## src/rtl/rtc_rb_pkg.sv

```systemverilog
package rtc_rb_pkg;
   // control register locations (decoded by software and the calendar)
   localparam int unsigned IX_A = 10;
   localparam int unsigned IX_B = 11;
   localparam int unsigned IX_C = 12;
   localparam int unsigned IX_D = 13;
   localparam int unsigned N_TIME = 7;

   // bit positions
   localparam int unsigned A_UIP  = 7;
   localparam int unsigned B_SET  = 7;
   localparam int unsigned B_PIE  = 6;
   localparam int unsigned B_AIE  = 5;
   localparam int unsigned B_UIE  = 4;
   localparam int unsigned C_IRQF = 7;

   // position of a byte index inside the packed time vector, -1 if not a time field
   function automatic int time_slot(input int i);
      case (i)
         0: return 0;
         2: return 1;
         4: return 2;
         6: return 3;
         7: return 4;
         8: return 5;
         9: return 6;
         default: return -1;
      endcase
   endfunction

   // byte index of packed time slot k
   function automatic int slot_index(input int k);
      return (k < 3) ? 2 * k : k + 3;
   endfunction
endpackage

```

## src/rtl/rtc_rb_port.sv

```systemverilog
module rtc_rb_port #(
   parameter int IDX_W = 7
) (
   input  logic             clk,
   input  logic             rst_n,
   input  logic             cs,
   input  logic             we,
   input  logic             addr_sel,
   input  logic [IDX_W-1:0] wdata_idx,
   output logic [IDX_W-1:0] idx,
   output logic             dat_wr,
   output logic             dat_rd
);
   if (IDX_W > 7 || IDX_W < 4) begin : g_bad_idx
      $error("rtc_rb_port: IDX_W must be 4..7");
   end

   always_ff @(posedge clk or negedge rst_n) begin
      if (!rst_n)
         idx <= '0;
      else if (cs && we && !addr_sel)
         idx <= wdata_idx;
   end

   assign dat_wr = cs &&  we && addr_sel;
   assign dat_rd = cs && !we && addr_sel;
endmodule

```

## src/rtl/rtc_rb_store.sv

```systemverilog
module rtc_rb_store
   import rtc_rb_pkg::*;
#(
   parameter int IDX_W = 7
) (
   input  logic                  clk,
   input  logic                  rst_n,
   input  logic                  wr_en,
   input  logic [IDX_W-1:0]      idx,
   input  logic [7:0]            wdata,
   input  logic                  copy_en,
   input  logic [N_TIME*8-1:0]   cal_time,
   output logic [7:0]            rd_byte,
   output logic [N_TIME*8-1:0]   time_flat
);
   localparam int DEPTH = 1 << IDX_W;

   if (DEPTH <= int'(IX_D)) begin : g_bad_depth
      $error("rtc_rb_store: space too small for control registers");
   end

   logic [DEPTH-1:0][7:0] bytes_w;

   for (genvar i = 0; i < DEPTH; i++) begin : g_byte
      if (i >= int'(IX_A) && i <= int'(IX_D)) begin : g_hole
         assign bytes_w[i] = '0;
      end else begin : g_cell
         localparam int  SL   = time_slot(i);
         localparam int  SLI  = (SL < 0) ? 0 : SL;
         localparam bit  IS_T = (SL >= 0);
         logic [7:0] q;
         logic       load_b;
         assign load_b = IS_T && copy_en;
         always_ff @(posedge clk or negedge rst_n) begin
            if (!rst_n)
               q <= '0;
            else if (wr_en && idx == IDX_W'(i))
               q <= wdata;
            else if (load_b)
               q <= cal_time[SLI*8 +: 8];
         end
         assign bytes_w[i] = q;
      end
   end

   for (genvar k = 0; k < int'(N_TIME); k++) begin : g_pack
      assign time_flat[k*8 +: 8] = bytes_w[slot_index(k)];
   end

   assign rd_byte = bytes_w[idx];
endmodule

```

## src/rtl/rtc_rb_ctrl.sv

```systemverilog
module rtc_rb_ctrl
   import rtc_rb_pkg::*;
#(
   parameter int         IDX_W   = 7,
   parameter logic [7:0] RESET_A = 8'h26,
   parameter logic [7:0] RESET_B = 8'h02,
   parameter logic [7:0] RESET_D = 8'h80
) (
   input  logic             clk,
   input  logic             rst_n,
   input  logic             dat_wr,
   input  logic             dat_rd,
   input  logic [IDX_W-1:0] idx,
   input  logic [7:0]       wdata,
   input  logic             uip_set,
   input  logic             cal_copy,
   input  logic             periodic_req,
   input  logic             alarm_req,
   input  logic             update_req,
   output logic [7:0]       reg_a,
   output logic [7:0]       reg_b,
   output logic [7:0]       reg_c,
   output logic [7:0]       reg_d,
   output logic             copy_en,
   output logic             cal_load,
   output logic             irq
);
   localparam logic [IDX_W-1:0] SEL_A = IDX_W'(IX_A);
   localparam logic [IDX_W-1:0] SEL_B = IDX_W'(IX_B);
   localparam logic [IDX_W-1:0] SEL_C = IDX_W'(IX_C);

   if (RESET_A[A_UIP] != 1'b0) begin : g_bad_ra
      $error("rtc_rb_ctrl: RESET_A must start with UIP clear");
   end

   logic       wr_a, wr_b, rd_c, set_now, time_hit, reload;
   logic [2:0] src;
   logic [7:0] flags_new;
   logic [6:0] a_low;
   logic       uip;

   assign wr_a     = dat_wr && idx == SEL_A;
   assign wr_b     = dat_wr && idx == SEL_B;
   assign rd_c     = dat_rd && idx == SEL_C;
   assign set_now  = reg_b[B_SET];
   assign time_hit = time_slot(int'(idx)) >= 0;
   assign copy_en  = cal_copy && !set_now;

   // reload request: time write outside set mode, or leaving set mode
   assign reload = (dat_wr && time_hit && !set_now) ||
                   (wr_b && !wdata[B_SET] && set_now);

   // gated flag requests, bit order periodic/alarm/update
   assign src       = {periodic_req & reg_b[B_PIE],
                       alarm_req    & reg_b[B_AIE],
                       update_req   & reg_b[B_UIE]};
   assign flags_new = {|src, src, 4'b0000};

   // register A: lower bits from the bus, UIP from calendar events
   always_ff @(posedge clk or negedge rst_n) begin
      if (!rst_n)
         a_low <= RESET_A[6:0];
      else if (wr_a)
         a_low <= wdata[6:0];
   end

   always_ff @(posedge clk or negedge rst_n) begin
      if (!rst_n)
         uip <= RESET_A[A_UIP];
      else if (wr_b && wdata[B_SET])
         uip <= 1'b0;
      else if (copy_en)
         uip <= 1'b0;
      else if (uip_set && !set_now)
         uip <= 1'b1;
   end

   assign reg_a = {uip, a_low};

   // register B: entering set mode masks the update-ended enable
   always_ff @(posedge clk or negedge rst_n) begin
      if (!rst_n)
         reg_b <= RESET_B;
      else if (wr_b)
         reg_b <= wdata[B_SET] ? (wdata & ~(8'h01 << B_UIE)) : wdata;
   end

   // register C: sticky flags, cleared by a read, new requests survive the read
   always_ff @(posedge clk or negedge rst_n) begin
      if (!rst_n)
         reg_c <= 8'h00;
      else if (rd_c)
         reg_c <= flags_new;
      else
         reg_c <= reg_c | flags_new;
   end

   // register D: fixed status, no write path
   always_ff @(posedge clk or negedge rst_n) begin
      if (!rst_n)
         reg_d <= RESET_D;
      else
         reg_d <= reg_d;
   end

   always_ff @(posedge clk or negedge rst_n) begin
      if (!rst_n)
         cal_load <= 1'b0;
      else
         cal_load <= reload;
   end

   assign irq = reg_c[C_IRQF];
endmodule

```

## src/rtl/rtc_regbank.sv

```systemverilog
module rtc_regbank
   import rtc_rb_pkg::*;
#(
   parameter int         IDX_W   = 7,
   parameter logic [7:0] RESET_A = 8'h26,
   parameter logic [7:0] RESET_B = 8'h02,
   parameter logic [7:0] RESET_D = 8'h80
) (
   input  logic        clk,
   input  logic        rst_n,
   input  logic        bus_cs,
   input  logic        bus_we,
   input  logic        bus_addr,
   input  logic [7:0]  bus_wdata,
   output logic [7:0]  bus_rdata,
   input  logic        periodic_req,
   input  logic        alarm_req,
   input  logic        update_req,
   input  logic        uip_set,
   input  logic        cal_copy,
   input  logic [55:0] cal_time,
   output logic [55:0] cal_fields,
   output logic        cal_load,
   output logic [7:0]  ctrl_a,
   output logic [7:0]  ctrl_b,
   output logic        irq
);
   localparam int TW = int'(N_TIME) * 8;

   if (TW != 56) begin : g_bad_tw
      $error("rtc_regbank: time vector width mismatch");
   end

   logic [IDX_W-1:0] idx_q;
   logic             dat_wr, dat_rd, copy_en;
   logic [7:0]       store_byte, reg_c, reg_d;

   rtc_rb_port #(.IDX_W(IDX_W)) u_port (
      .clk       (clk),
      .rst_n     (rst_n),
      .cs        (bus_cs),
      .we        (bus_we),
      .addr_sel  (bus_addr),
      .wdata_idx (bus_wdata[IDX_W-1:0]),
      .idx       (idx_q),
      .dat_wr    (dat_wr),
      .dat_rd    (dat_rd)
   );

   rtc_rb_ctrl #(
      .IDX_W   (IDX_W),
      .RESET_A (RESET_A),
      .RESET_B (RESET_B),
      .RESET_D (RESET_D)
   ) u_ctrl (
      .clk          (clk),
      .rst_n        (rst_n),
      .dat_wr       (dat_wr),
      .dat_rd       (dat_rd),
      .idx          (idx_q),
      .wdata        (bus_wdata),
      .uip_set      (uip_set),
      .cal_copy     (cal_copy),
      .periodic_req (periodic_req),
      .alarm_req    (alarm_req),
      .update_req   (update_req),
      .reg_a        (ctrl_a),
      .reg_b        (ctrl_b),
      .reg_c        (reg_c),
      .reg_d        (reg_d),
      .copy_en      (copy_en),
      .cal_load     (cal_load),
      .irq          (irq)
   );

   rtc_rb_store #(.IDX_W(IDX_W)) u_store (
      .clk       (clk),
      .rst_n     (rst_n),
      .wr_en     (dat_wr),
      .idx       (idx_q),
      .wdata     (bus_wdata),
      .copy_en   (copy_en),
      .cal_time  (cal_time),
      .rd_byte   (store_byte),
      .time_flat (cal_fields)
   );

   always_comb begin
      if (!bus_addr)
         bus_rdata = 8'hFF;
      else if (idx_q == IDX_W'(IX_A))
         bus_rdata = ctrl_a;
      else if (idx_q == IDX_W'(IX_B))
         bus_rdata = ctrl_b;
      else if (idx_q == IDX_W'(IX_C))
         bus_rdata = reg_c;
      else if (idx_q == IDX_W'(IX_D))
         bus_rdata = reg_d;
      else
         bus_rdata = store_byte;
   end
endmodule

```

## config.mk

```make
export PLATFORM = sky130hd
export DESIGN_NAME = rtc_regbank
export DESIGN_NICKNAME = d
export VERILOG_FILES = /design/src/rtl/rtc_rb_pkg.sv /design/src/rtl/rtc_rb_port.sv /design/src/rtl/rtc_rb_store.sv /design/src/rtl/rtc_rb_ctrl.sv /design/src/rtl/rtc_regbank.sv
export SDC_FILE = /design/constraint.sdc
export NUM_CORES = 2
export LEC_CHECK = 0
export BUFFER_PORTS_ARGS = -buffer_cell sky130_fd_sc_hd__buf_4
export CAP_MARGIN = 10
export CORE_MARGIN = 5
export CORE_UTILIZATION = 50
export CTS_CLUSTER_DIAMETER = 50
export DETAILED_ROUTE_END_ITERATION = 10
export PLACE_DENSITY_LB_ADDON = 0.15
export SLEW_MARGIN = 20
export SYNTH_ARGS = -nofsm -noshare
export SYNTH_HDL_FRONTEND = slang
export SYNTH_SLANG_ARGS = --single-unit
```

## constraint.sdc

```tcl
create_clock -name clk -period 3.3 [get_ports clk]
set_input_delay 0.165 -clock clk [delete_from_list [all_inputs] [get_ports clk]]
set_output_delay 0.165 -clock clk [all_outputs]
set_load 0.05 [all_outputs]
```

==> run_results.csv <==
group,metric,value,unit
run_status,outcome,"finished, violations left",
run_status,violations,"negative setup slack",
power,p_per_area,595,mW/mm^2
cells_and_area,syn_to_final_growth,20.0,%
logic_synthesis,mappedNetlistNets,3159,
logic_synthesis,netlist_instances,3085,
die,initial_utilization,0.506,
logic_synthesis,yosys-top-cells-area,"dfrtp_1, mux2_2, mux4_2",
cts,root_buffer,"clkbuf_16",
logic_synthesis,ys_ff_latch,1020,
logic_synthesis,synth-xor-area-share,0,
logic_synthesis,synth-compound-area-share,0.0210,
cts,clk_latency,0.73,ns
drt,avgRoutedWirePerCell,29.5,um
setup_path,ff2ff_setup_slack,0.02,ns
logic_synthesis,synth-seq-area-share,0.539,
cells_and_area,final_util,0.607,
cts,cts.sinks,1020,
cts,tritoncts,"yes",
logic_synthesis,synth_top_cell_by_area,"dfrtp_1",
global_routing,grt_pass1_wl,215000,um
drt,via_per_inst,6.19,
setup_path,critical_path_class,"reg -> out",
timing,final_max_slew_viol_count,0,
cells_and_area,nNetsFinal,3515,
power,pwr-share-comb,0.187,
power,p_int,24400,uW
placed_design,routabilityCongestion,0.909,
timing,setup_violations,8,
global_routing,antenna_found_initial,1,
power,netSwitchingFraction,0.278,
power,p_clk_frac,0.401,
logic_synthesis,synth_ff_type,"dfrtp_1",
logic_synthesis,synthDistinctLibCells,64,
cells_and_area,drive_gt1_frac,0.557,
die,die_h,318,um
timing,finalCriticalPeriod,3.83,ns
setup_path,worstPathMaxFanout,8,
die,fp-row-count,112,
setup_path,start_kind,"flip-flop",
logic_synthesis,synth_top_area_frac,0.537,
logic_synthesis,synth-edff-count,0,
setup_path,endpoint_kind,"output pin",
power,peakVddDrop,0.000600,V
setup_path,rr_worst_depth,6,
timing,min_period_over_period,1.16,
logic_synthesis,yosysWarningCount,0,
logic_synthesis,synthArstFlopShare,1.00,
placed_design,portBuffers,155,
flow_run,cap_violations,0,
setup_path,critPathRequiredTime,3.13,ns
setup_path,arrival,3.66,ns
power,switchingPower,9390,uW
global_routing,grt_pass1_vias,31985,
die,coreArea,0.0936,sq mm
global_routing,grt_use_total,0.279,
timing,slew_headroom,0.264,
timing,tns,-3.99,ns
cts,clkTransAtPathRegs,0.06,ns
logic_synthesis,post_synth_fa_ha_maj_area_fraction,0,
logic_synthesis,postSynthAreaPerCell,15.4,sq um
timing,final_hold_viol_count,0,
placed_design,placed_cells,4463,
drt,vias,29694,
placed_design,hpwlAfterDp,92900,um
cells_and_area,nFillCells,7039,
drt,first_pass_iters,5,
logic_synthesis,synth_commonest_cells,"dfrtp_1, mux2_2, mux4_2, clkbuf_1, mux2i_1",
logic_synthesis,muxShareOfSynthArea,0.383,
logic_synthesis,synthSimpleGateAreaFrac,0.0337,
global_routing,grt-ovfl-total,0,
die,die_w,318,um
cts,clk_path_buf_depth,3,
power,fin_total_pwr,33800,uW
drt,routed_wl,142000,um
drt,final_antenna_net_count,0,
setup_path,timing.rr.start,"u_port.idx[4]",
global_routing,grt_max_degree,115,
timing,fmax,261,MHz
cells_and_area,n_antenna_cell,0,
power,leakage,0.0269,uW
cells_and_area,regArea,0.0255,sq mm
drt,drt_iter0_markers,2715,
timing,rsz0062_at_grt,"yes",
logic_synthesis,synth_most_common_cell,"dfrtp_1",
logic_synthesis,synth_top_family_by_area,"multiplexers",
setup_path,r2r_end,"u_store.g_byte[19].g_cell.q[5]",
logic_synthesis,syn_area,0.0474,sq mm
timing,skew,0.0386,ns
timing,tightest_slew,1.10,ns
cts,numCtsBuffers,118,
die,dieArea,0.101,sq mm
cells_and_area,multi_input_area,0.0210,sq mm
cells_and_area,final_cell_count_no_fill,4795,
drt,drc,0,
die,num_io_pins,156,
setup_path,crit_start,"u_port.idx[0]",
timing,finalWorstSetupSlack,-0.525,ns
power,pwr-share-seq,0.412,
cts,cts_max_level,3,
hold_path,min_path_type,"in -> async",
==> metrics by stage <==
step	setup WS, ns	hold WS, ns	area (sq um)
6_report	-0.525	0.0687	56800
5_1_grt	-0.562	0.0954	56800
4_1_cts	-0.512	0.0610	56600
3_5_place_dp	0.0248	0.248	51000
3_3_place_gp	0.00343	0.244	51000
2_1_floorplan	0.216	-0.131	47400
==> critical path, cell delays in order (launching register included) <==
cell and delay [ns]:
dfrtp_4 0.48, buf_12 0.17, buf_16 0.16, buf_12 0.15, mux4_2 0.53, mux2i_1 0.17, o21a_1 0.14, o2111ai_2 0.17
a32o_2 0.33, a221o_1 0.41, buf_6 0.19
==> cells by family (layout without fill, tap and decap cells) <==
group                  count (synthesis)  count (layout)
flip-flops                          1020            1020
buffers and inverters                239             695
AND/OR/NAND/NOR                      323             323
multiplexers                        1347            1347
AO/OA/AOI/OAI                        156             156
==> metal layers <==
layer,GRT usage,routed length (um),part of all wire,vias up
li1,-,-,-,12235
met2,0.449,67500,0.48,1165
met4,0.0929,4790,0.034,0
met1,0.388,59300,0.42,16057
met3,0.0536,9890,0.070,237
met5,0,0,0,-
==> worst max-delay path by stage <==
stage	end	slack (ns)	depth (start not counted)
after floorplan	bus_rdata[4]	0.22	9
after global placement	bus_rdata[4]	0.003	10
after detailed placement	bus_rdata[4]	0.02	10
after CTS	bus_rdata[3]	-0.51	11
after global routing	bus_rdata[1]	-0.56	10
final	bus_rdata[1]	-0.53	10
==> power by group through the flow <==
stage	logic (uW)	registers (uW)	clock network (uW)
after floorplan	3230	14200	0
after global placement	5470	14100	0
after detailed placement	5560	14100	0
after CTS	6190	13900	13800
after global routing	6620	14000	14300
final	6300	13900	13600
==> state kept, by name, indices dropped and copies added (netlist names) <==
signal and flops:
u_store.g_byte.g_cell.q 992, u_ctrl.a_low 7, u_ctrl.cal_load 1, u_ctrl.reg_c 4
u_port.idx 7, u_ctrl.reg_b 8, u_ctrl.uip 1
==> layout by cell type, fill, tap and decap left out, types with 9 or more instances in the layout <==
master and instances:
a21oi_1 45, a22oi_1 10, buf_12 38, buf_16 14
buf_4 316, buf_6 17, buf_8 12, bufinv_16 12
clkbuf_1 23, clkbuf_16 121, clkbuf_8 26, clkinv_2 16
clkinvlp_4 9, dfrtp_1 1012, dlygate4sd3_1 67, inv_1 9
mux2_2 961, mux2i_1 102, mux4_2 273, nand2_1 93
nand2_2 19, nand3_1 19, nor2_1 75, nor2_2 69
o21ai_0 32
==> cell type report <==
class                           instances  area share
Sequential cell                      1020       0.449
Clock inverter                         52      0.0121
Tap cell                             1254      0.0276
Timing Repair Buffer                  466      0.0811
Multi-Input combinational cell       1826       0.369
Inverter                                9    0.000594
Clock buffer                          168      0.0602
==> what timing repair did <==
action,4_1_cts,5_1_grt
endpoints found under the hold margin,124,0
hold buffers,67,0
buffers inserted,26,9
pin swaps,13,16
endpoints found under the setup margin,8,8
resized for setup,88,37
gates cloned,10,2
No activity file was read; power rests on OpenSTA's default activity.
